===== config.mk =====
export PLATFORM = sky130hd
export DESIGN_NAME = mld_dma
export DESIGN_NICKNAME = d
export VERILOG_FILES = /design/src/rtl/mld_pkg.sv /design/src/rtl/mld_regs.sv /design/src/rtl/mld_seq.sv /design/src/rtl/mld_dma.sv
export SDC_FILE = /design/constraint.sdc
export NUM_CORES = 1
export LEC_CHECK = 0
export CAP_MARGIN = 20
export CORE_UTILIZATION = 23
export CTS_CLUSTER_DIAMETER = 50
export DETAILED_ROUTE_END_ITERATION = 10
export DONT_BUFFER_PORTS = 1
export HOLD_SLACK_MARGIN = 0.08
export PLACE_DENSITY = 0.33
export SLEW_MARGIN = 10
export SYNTH_ARGS = -nofsm -noshare
export SYNTH_HDL_FRONTEND = slang
export SYNTH_HIERARCHICAL = 1
export SYNTH_SLANG_ARGS = --single-unit

===== constraint.sdc =====
create_clock -name clk -period 3.4 [get_ports clk]
set_clock_uncertainty 0.15 [all_clocks]
set_input_delay 0.51 -clock clk [delete_from_list [all_inputs] [get_ports clk]]
set_output_delay 0.51 -clock clk [all_outputs]
set_load 0.1 [all_outputs]

===== src/rtl/mld_pkg.sv =====
package mld_pkg;
   localparam int EXT_AW = 56;

   typedef enum logic [2:0] {
      RA_BASE_LO = 3'd0,
      RA_BASE_HI = 3'd1,
      RA_LOFFS   = 3'd2,
      RA_XOFFS   = 3'd3,
      RA_CMD     = 3'd4,
      RA_XCFG    = 3'd5,
      RA_CTL     = 3'd6,
      RA_DRST    = 3'd7
   } reg_addr_e;

   typedef enum logic [1:0] {
      AP_LOCAL  = 2'd0,
      AP_COH    = 2'd1,
      AP_NONCOH = 2'd2,
      AP_BAD    = 2'd3
   } aperture_e;

   typedef struct packed {
      logic       sec;
      logic       imem;
      logic [3:0] size;
   } cmd_t;
endpackage


===== src/rtl/mld_regs.sv =====
module mld_regs
   import mld_pkg::*;
#(
   parameter int LADDR_W   = 16,
   parameter int XOFF_W    = 32,
   parameter int SIZE_CODE = 6
) (
   input  logic               clk,
   input  logic               rst_n,
   input  logic               we,
   input  logic [2:0]         addr,
   input  logic [31:0]        wdata,
   input  logic               busy,
   output logic [31:0]        rdata,
   output logic               start,
   output logic [EXT_AW-1:0]  base_addr,
   output logic [LADDR_W-1:0] loffs,
   output logic [XOFF_W-1:0]  xoffs,
   output logic               sel_imem,
   output logic               sec,
   output logic [1:0]         target,
   output logic               phys,
   output logic               noctx
);
   if (LADDR_W > 32 || XOFF_W > 32) begin : g_bad_width
      $error("offset registers must fit a 32-bit word");
   end

   logic [31:0]        base_lo_q;
   logic [15:0]        base_hi_q;
   logic [LADDR_W-1:0] loffs_q;
   logic [XOFF_W-1:0]  xoffs_q;
   logic [1:0]         target_q;
   logic               phys_q;
   logic               noctx_q;
   logic               err_q;
   cmd_t               cmd_w;
   logic               cmd_wr;
   logic               drst_wr;

   assign cmd_w   = cmd_t'(wdata[5:0]);
   assign cmd_wr  = we && (addr == RA_CMD);
   assign drst_wr = we && (addr == RA_DRST) && wdata[0];
   assign start   = cmd_wr && !busy && (cmd_w.size == 4'(SIZE_CODE))
                    && (target_q != AP_BAD);

   always_ff @(posedge clk or negedge rst_n) begin
      if (!rst_n) begin
         base_lo_q <= '0;
         base_hi_q <= '0;
         loffs_q   <= '0;
         xoffs_q   <= '0;
         target_q  <= AP_LOCAL;
         phys_q    <= 1'b0;
         noctx_q   <= 1'b0;
         err_q     <= 1'b0;
      end else begin
         if (we) begin
            case (addr)
               RA_BASE_LO: base_lo_q <= wdata;
               RA_BASE_HI: base_hi_q <= wdata[15:0];
               RA_LOFFS:   loffs_q   <= wdata[LADDR_W-1:0];
               RA_XOFFS:   xoffs_q   <= wdata[XOFF_W-1:0];
               RA_XCFG: begin
                  target_q <= wdata[1:0];
                  phys_q   <= wdata[2];
               end
               RA_CTL:     noctx_q   <= wdata[0];
               default: ;
            endcase
         end
         if (cmd_wr && !start) err_q <= 1'b1;
         if (drst_wr) begin
            noctx_q <= 1'b0;
            err_q   <= 1'b0;
         end
      end
   end

   always_comb begin
      case (addr)
         RA_BASE_LO: rdata = base_lo_q;
         RA_BASE_HI: rdata = {16'h0, base_hi_q};
         RA_LOFFS:   rdata = 32'(loffs_q);
         RA_XOFFS:   rdata = 32'(xoffs_q);
         RA_CMD:     rdata = {30'h0, err_q, !busy};
         RA_XCFG:    rdata = {29'h0, phys_q, target_q};
         RA_CTL:     rdata = {31'h0, noctx_q};
         default:    rdata = 32'h0;
      endcase
   end

   assign base_addr = {base_hi_q, base_lo_q, 8'h00};
   assign loffs     = loffs_q;
   assign xoffs     = xoffs_q;
   assign sel_imem  = cmd_w.imem;
   assign sec       = cmd_w.sec;
   assign target    = target_q;
   assign phys      = phys_q;
   assign noctx     = noctx_q;

   AST_BUSY_DROP: assert property (@(posedge clk) disable iff (!rst_n)
      (we && addr == RA_CMD && busy) |=> err_q);
   AST_BAD_SIZE: assert property (@(posedge clk) disable iff (!rst_n)
      (we && addr == RA_CMD && wdata[3:0] != 4'(SIZE_CODE)) |=> err_q);
   AST_BAD_APERTURE: assert property (@(posedge clk) disable iff (!rst_n)
      (cmd_wr && target_q == AP_BAD) |=> err_q);
endmodule


===== src/rtl/mld_seq.sv =====
module mld_seq
   import mld_pkg::*;
#(
   parameter int DATA_W      = 32,
   parameter int CHUNK_BYTES = 256,
   parameter int LADDR_W     = 16,
   parameter int XOFF_W      = 32,
   parameter int MAX_OUT     = 4,
   parameter bit TAG_EN      = 1'b1
) (
   input  logic               clk,
   input  logic               rst_n,
   input  logic               start,
   input  logic [EXT_AW-1:0]  base_addr,
   input  logic [LADDR_W-1:0] loffs,
   input  logic [XOFF_W-1:0]  xoffs,
   input  logic               sel_imem,
   input  logic               sec,
   output logic               busy,
   output logic               ext_req_valid,
   input  logic               ext_req_ready,
   output logic [EXT_AW-1:0]  ext_req_addr,
   input  logic               ext_rsp_valid,
   input  logic [DATA_W-1:0]  ext_rsp_data,
   output logic               lmem_imem_we,
   output logic               lmem_dmem_we,
   output logic [LADDR_W-1:0] lmem_addr,
   output logic [DATA_W-1:0]  lmem_wdata,
   output logic               lmem_sec,
   output logic [XOFF_W-1:0]  lmem_tag
);
   localparam int BEAT_BYTES = DATA_W / 8;
   localparam int BEATS      = CHUNK_BYTES / BEAT_BYTES;
   localparam int CW         = $clog2(BEATS + 1);
   localparam int ALIGN      = $clog2(CHUNK_BYTES);
   localparam int BSH        = $clog2(BEAT_BYTES);
   localparam logic [LADDR_W-1:0] DST_MASK = ~LADDR_W'(CHUNK_BYTES - 1);

   if (DATA_W % 8 != 0 || (1 << BSH) != BEAT_BYTES) begin : g_bad_dw
      $error("DATA_W must be a power-of-two number of bytes");
   end
   if ((1 << ALIGN) != CHUNK_BYTES || CHUNK_BYTES < BEAT_BYTES) begin : g_bad_chunk
      $error("CHUNK_BYTES must be a power of two of at least one beat");
   end
   if (MAX_OUT < 1 || MAX_OUT > BEATS) begin : g_bad_out
      $error("MAX_OUT must lie between 1 and the beats per chunk");
   end
   if (LADDR_W <= ALIGN || LADDR_W < CW) begin : g_bad_laddr
      $error("LADDR_W too narrow for one chunk");
   end

   logic               busy_q;
   logic [CW-1:0]      iss_q, rcv_q, outstanding;
   logic [EXT_AW-1:0]  src_q;
   logic [LADDR_W-1:0] dst_q;
   logic               imem_q, sec_q;
   logic               take, last, fire;
   logic               wr_i_q, wr_d_q, wr_sec_q;
   logic [LADDR_W-1:0] wr_addr_q;
   logic [DATA_W-1:0]  wr_data_q;

   assign outstanding   = iss_q - rcv_q;
   assign ext_req_valid = busy_q && (iss_q < CW'(BEATS)) && (outstanding < CW'(MAX_OUT));
   assign ext_req_addr  = src_q + (EXT_AW'(iss_q) << BSH);
   assign fire          = ext_req_valid && ext_req_ready;
   assign take          = busy_q && ext_rsp_valid;
   assign last          = take && (rcv_q == CW'(BEATS - 1));

   always_ff @(posedge clk or negedge rst_n) begin
      if (!rst_n) begin
         busy_q    <= 1'b0;
         iss_q     <= '0;
         rcv_q     <= '0;
         src_q     <= '0;
         dst_q     <= '0;
         imem_q    <= 1'b0;
         sec_q     <= 1'b0;
         wr_i_q    <= 1'b0;
         wr_d_q    <= 1'b0;
         wr_sec_q  <= 1'b0;
         wr_addr_q <= '0;
         wr_data_q <= '0;
      end else begin
         wr_i_q <= take && imem_q;
         wr_d_q <= take && !imem_q;
         if (start && !busy_q) begin
            busy_q <= 1'b1;
            iss_q  <= '0;
            rcv_q  <= '0;
            src_q  <= base_addr + EXT_AW'(xoffs);
            dst_q  <= loffs & DST_MASK;
            imem_q <= sel_imem;
            sec_q  <= sec;
         end else begin
            if (fire) iss_q <= iss_q + 1'b1;
            if (take) begin
               rcv_q     <= rcv_q + 1'b1;
               wr_addr_q <= dst_q + (LADDR_W'(rcv_q) << BSH);
               wr_data_q <= ext_rsp_data;
               wr_sec_q  <= sec_q;
            end
            if (last) busy_q <= 1'b0;
         end
      end
   end

   if (TAG_EN) begin : g_tag
      logic [XOFF_W-1:0] tag_q, tag_out_q;
      always_ff @(posedge clk or negedge rst_n) begin
         if (!rst_n) begin
            tag_q     <= '0;
            tag_out_q <= '0;
         end else begin
            if (start && !busy_q) tag_q <= xoffs;
            tag_out_q <= (take && imem_q) ? tag_q : '0;
         end
      end
      assign lmem_tag = tag_out_q;
   end else begin : g_no_tag
      assign lmem_tag = '0;
   end

   assign busy         = busy_q;
   assign lmem_imem_we = wr_i_q;
   assign lmem_dmem_we = wr_d_q;
   assign lmem_addr    = wr_addr_q;
   assign lmem_wdata   = wr_data_q;
   assign lmem_sec     = wr_sec_q;

   AST_ONE_RAM: assert property (@(posedge clk) disable iff (!rst_n)
      !(lmem_imem_we && lmem_dmem_we));
   AST_REQ_HOLD: assert property (@(posedge clk) disable iff (!rst_n)
      (ext_req_valid && !ext_req_ready) |=> (ext_req_valid && $stable(ext_req_addr)));
   AST_OUTSTANDING: assert property (@(posedge clk) disable iff (!rst_n)
      outstanding <= CW'(MAX_OUT));
   AST_IDLE_WITH_LAST: assert property (@(posedge clk) disable iff (!rst_n)
      $fell(busy_q) |-> (lmem_imem_we || lmem_dmem_we));
endmodule


===== src/rtl/mld_dma.sv =====
module mld_dma
   import mld_pkg::*;
#(
   parameter int DATA_W      = 32,
   parameter int CHUNK_BYTES = 256,
   parameter int LADDR_W     = 16,
   parameter int XOFF_W      = 32,
   parameter int MAX_OUT     = 4,
   parameter bit TAG_EN      = 1'b1
) (
   input  logic               clk,
   input  logic               rst_n,
   input  logic               reg_we,
   input  logic [2:0]         reg_addr,
   input  logic [31:0]        reg_wdata,
   output logic [31:0]        reg_rdata,
   output logic               ext_req_valid,
   input  logic               ext_req_ready,
   output logic [EXT_AW-1:0]  ext_req_addr,
   output logic [1:0]         ext_req_target,
   output logic               ext_req_phys,
   output logic               ext_req_noctx,
   input  logic               ext_rsp_valid,
   input  logic [DATA_W-1:0]  ext_rsp_data,
   output logic               lmem_imem_we,
   output logic               lmem_dmem_we,
   output logic [LADDR_W-1:0] lmem_addr,
   output logic [DATA_W-1:0]  lmem_wdata,
   output logic               lmem_sec,
   output logic [XOFF_W-1:0]  lmem_tag
);
   localparam int SIZE_CODE = $clog2(CHUNK_BYTES) - 2;

   logic               busy, start, sel_imem, sec;
   logic [EXT_AW-1:0]  base_addr;
   logic [LADDR_W-1:0] loffs;
   logic [XOFF_W-1:0]  xoffs;

   mld_regs #(
      .LADDR_W  (LADDR_W),
      .XOFF_W   (XOFF_W),
      .SIZE_CODE(SIZE_CODE)
   ) u_regs (
      .clk      (clk),
      .rst_n    (rst_n),
      .we       (reg_we),
      .addr     (reg_addr),
      .wdata    (reg_wdata),
      .busy     (busy),
      .rdata    (reg_rdata),
      .start    (start),
      .base_addr(base_addr),
      .loffs    (loffs),
      .xoffs    (xoffs),
      .sel_imem (sel_imem),
      .sec      (sec),
      .target   (ext_req_target),
      .phys     (ext_req_phys),
      .noctx    (ext_req_noctx)
   );

   mld_seq #(
      .DATA_W     (DATA_W),
      .CHUNK_BYTES(CHUNK_BYTES),
      .LADDR_W    (LADDR_W),
      .XOFF_W     (XOFF_W),
      .MAX_OUT    (MAX_OUT),
      .TAG_EN     (TAG_EN)
   ) u_seq (
      .clk          (clk),
      .rst_n        (rst_n),
      .start        (start),
      .base_addr    (base_addr),
      .loffs        (loffs),
      .xoffs        (xoffs),
      .sel_imem     (sel_imem),
      .sec          (sec),
      .busy         (busy),
      .ext_req_valid(ext_req_valid),
      .ext_req_ready(ext_req_ready),
      .ext_req_addr (ext_req_addr),
      .ext_rsp_valid(ext_rsp_valid),
      .ext_rsp_data (ext_rsp_data),
      .lmem_imem_we (lmem_imem_we),
      .lmem_dmem_we (lmem_dmem_we),
      .lmem_addr    (lmem_addr),
      .lmem_wdata   (lmem_wdata),
      .lmem_sec     (lmem_sec),
      .lmem_tag     (lmem_tag)
   );

   AST_START_IDLE: assert property (@(posedge clk) disable iff (!rst_n)
      start |=> busy);
endmodule


==> qor.txt <==
LOGIC SYNTHESIS
--------------------------------------------------------------------------------------------------------
Number of warnings issued by yosys                                                                     6
Share of the yosys chip area belonging to registers                                                46.6%
Cell type with the highest aggregate area in the netlist                                         dfrtp_1
Synth Register Bits                                                                                  295
Post-synth design cell area                                                                    15800 um2
Most frequent cells after synthesis                                                         nand2_1, dfrtp_1, nor2_1
Top cells by area, synth                                                                    dfrtp_1, nand2_1, mux2_2
Proportion of synthesized flip-flops having asynchronous set or reset                               100%
Number of instances in the synthesized netlist                                                      1589
Count leader, synth                                                                              nand2_1
Average size of a mapped cell                                                                   9.97 um2
Prevailing post-synth register cell                                                              dfrtp_1
Number of enable-type register cells in the synthesized netlist                                        0
Number of unique standard cell types used by synthesis                                                79
Fraction of synthesized cell area taken by the top area cell type                                  46.6%

FLOW RUN
--------------------------------------------------------------------------------------------------------
Max_cap viols                                                                                          0

DRT
--------------------------------------------------------------------------------------------------------
Initial DRT Pass Iterations                                                                            5
Total Wirelength                                                                                 56.1 mm
Remaining antenna violation count after routing                                                        0
Via density                                                                                         4.59
Initial drt markers                                                                                  664
Via count                                                                                          12600
Post-route DRC violation count                                                                         0
Wire length per cell after detailed routing                                                      20.5 um

PLACEMENT
--------------------------------------------------------------------------------------------------------
HPWL Detailed                                                                                    41.4 mm
Instance area after placement                                                                  19500 um2
Gpl congestion                                                                                     0.797
Pre-CTS setup slack                                                                              -179 ps
IO buf count                                                                                           0

FINAL LAYOUT
--------------------------------------------------------------------------------------------------------
Synth-to-Final Area Change                                                                         41.2%
Area of the multi-input gates                                                                   9260 um2
Ratio of cells with drive above 1 in the final layout                                              30.5%
Total number of nets in the final design                                                            1956
Final core occ                                                                                     33.1%
Fillcell total                                                                                      6834
Storage cell area                                                                               7390 um2
Post-route cell area                                                                           22400 um2

STA
--------------------------------------------------------------------------------------------------------
Final critical delay including setup and external delays                                         3750 ps
Final worst slack                                                                                -354 ps
Final worst path period share                                                                       110%
Sum of negative setup slack                                                                    -10820 ps
Final Max Slew Viols                                                                                   0
Smallest hold slack                                                                              -480 ps
Final setup viols                                                                                     47
Max Clk Rate                                                                                     266 MHz
Unrepaired setup endpoints after global routing                                                      yes
Slew at the pin closest to its max-slew limit                                                     998 ps
Final hold vios                                                                                      295
Worst slew margin                                                                                  33.4%

SETUP PATH
--------------------------------------------------------------------------------------------------------
Cells along the critical path                                                               and4_4 > and4_4 > and3_4 > nand3_4 > or4_4 > or2_4 > buf_12 > nor3_4 > xor2_4 > buf_12
Required time of the worst setup path                                                            2740 ps
Worst setup path class                                                                           reg2out
Flop-to-flop setup slack                                                                          220 ps
Max stage delay on crit path                                                                      480 ps
Arrival time reported for the critical path endpoint                                             3090 ps
Critical Path Sink Type                                                                      output port
CP max FO                                                                                              7
Number of buffers and inverters on the critical path                                                   2
Top Family by Delay on Critical Path                                                        simple AND/OR/NAND/NOR gates
Launching element type of the critical path                                                     register
Max stage delay cell, worst path                                                                   or4_4

DIE
--------------------------------------------------------------------------------------------------------
Num rows                                                                                              95
Die outline width                                                                                 264 um
Die height                                                                                        264 um
Initial core utilization                                                                           23.4%
Core Region                                                                                    67600 um2
Die Area                                                                                       69900 um2
Count of boundary I/O pins                                                                           248

POWER
--------------------------------------------------------------------------------------------------------
Total leakage power                                                                              10.4 nW
IR Drop Worst-Case VDD                                                                          0.320 mV
Power density of the placed cells                                                             723 nW/um2

WORST HOLD PATH
--------------------------------------------------------------------------------------------------------
Worst hold-check path type                                                                      in2async

CLOCKING
--------------------------------------------------------------------------------------------------------
Post-cts hold buffer count                                                                            68
CTS max path bufs                                                                                      3
Root Driver                                                                                    clkbuf_16
Cts bufs inserted                                                                                     42
Post-CTS clock slew at the launch and capture registers of the worst setup and hold paths          50 ps
Clock latency at the later pin of the worst-skew pair                                             570 ps
TritonCTS clock tree                                                                                done
Clock Sinks                                                                                          295
H-Tree Level Count                                                                                     2

GLOBAL ROUTE
--------------------------------------------------------------------------------------------------------
Largest net degree at the start of global routing                                                    296
GRT Overall Usage                                                                                  16.2%
Overflow left after global routing                                                                     0
Antenna violations before repair                                                                       3
Via count of the first global-routing pass                                                         13300
First-pass GRT wire length                                                                       86.7 mm

RUN STATUS
--------------------------------------------------------------------------------------------------------
Failing checks                                                                              negative hold slack, negative setup slack
Run status                                                                                  complete, but fails checks

==> sequential cells by signal, summed over array words and instances (netlist names) <==
name                count
u_seq/lmem_dmem_we      1
u_seq/busy              1
u_regs/target           2
u_seq/src_q            56
u_seq/g_tag.tag_q      32
u_regs/phys             1
u_seq/sec_q             1
u_seq/lmem_tag         32
u_seq/lmem_wdata       32
u_seq/dst_q             8
u_regs/base_hi_q       16
u_regs/loffs           16
u_regs/err_q            1
u_seq/lmem_sec          1
u_seq/iss_q             7
u_regs/xoffs           32
u_seq/lmem_imem_we      1
u_seq/rcv_q             7
u_regs/noctx            1
u_seq/lmem_addr        14
u_regs/base_lo_q       32
u_seq/imem_q            1
==> report_power, final <==
| part | total [mW] | internal (mW) | switching (mW) |
|---|---|---|---|
| logic | 5.34 | 2.09 | 3.25 |
| registers | 6.16 | 4.09 | 2.07 |
| clock network | 4.69 | 2.95 | 1.73 |
==> final cells by class <==
type / instances / area share [%]
Timing Repair Buffer: 284 / 13.6
Multi-Input combinational cell: 1183 / 41.4
Inverter: 28 / 0.470
Sequential cell: 295 / 33.0
Clock inverter: 19 / 1.50
Clock buffer: 52 / 5.13
Antenna cell: 3 / 0.0335
Tap cell: 873 / 4.88
==> stage by stage <==
stage,cells,power (mW)
after floorplan,1597,9.50
after global placement,2569,11.4
after CTS,2723,16.3
final,2737,16.2
after global routing,2735,17.0
after detailed placement,2569,11.4
==> layer usage <==
| metal | part of all wire [%] | wire length [um] | GRT usage, % | vias up |
|---|---|---|---|---|
| li1 | - | - | - | 5979 |
| met1 | 48 | 26800 | 22.8 | 6250 |
| met2 | 44 | 24800 | 24.9 | 265 |
| met3 | 5.5 | 3100 | 3.78 | 68 |
| met4 | 2.3 | 1310 | 4.45 | 4 |
| met5 | 0.046 | 26 | 0 | - |
==> placed cells by master (no fill, tap or decap), drive strengths merged, types with 5 or more instances in the layout <==
master       Yosys  final
a22oi           16     16
a31oi           18     18
nand4           18     18
nor4             6      6
and2            41     41
a211oi          11     11
a21o            22     22
xor2            42     42
buf             46    216
or2              5      5
mux4            14     14
nor2b           18     18
nand2          361    361
or3              5      5
nor2            76     76
xnor2           66     66
dlygate4sd3      0     68
clkbuf          45     52
o21ai           74     74
o31ai            9      9
mux2           102    102
o41ai            5      5
and4            11     11
inv             28     36
o2111ai          5      5
dfrtp          295    295
and3            20     20
bufinv           0      7
nand2b          12     12
nand3           39     39
conb             2     10
or4              8      8
a21oi           43     43
nor3            21     21
o21bai           8      8
ha              48     48
nor3b            6      6
==> final timing paths <==
check / cells after the start / to / startpoint
hold reg to reg: 2 / u_seq/g_tag.tag_q[31] / u_seq/g_tag.tag_q[31]
setup / recovery: 10 / ext_req_addr[52] / u_seq/src_q[24]
hold / removal: 0 / u_seq/lmem_tag[0] / rst_n
min in group clk: 4 / u_seq/rcv_q[4] / ext_rsp_valid
setup reg to reg: 11 / u_seq/src_q[37] / u_regs/xoffs[23]
max in group asynchronous: 0 / u_seq/src_q[24] / rst_n
==> kinds of logic (layout without fill, tap and decap cells) <==
logic type	count (synthesis)	after routing	synth area share, %
AOI/OAI and AO/OA	243	243	9.92
muxes	119	119	10.1
and+or+nand+nor	653	653	19.5
adders and majority gates	50	50	4.04
buffers and inverters	119	383	3.77
DFF	295	295	46.6
xor gates and xnor gates	108	108	5.97
other	2	13	0.0474
==> repair_timing <==
action,4_1_cts,5_1_grt
setup buffers,16,14
cloned,0,0
pin swaps,21,24
endpoints found under the setup margin,48,61
resized for setup,57,37
hold endpoints to repair,430,295
Note: power is estimated with default switching activity, not from simulation.
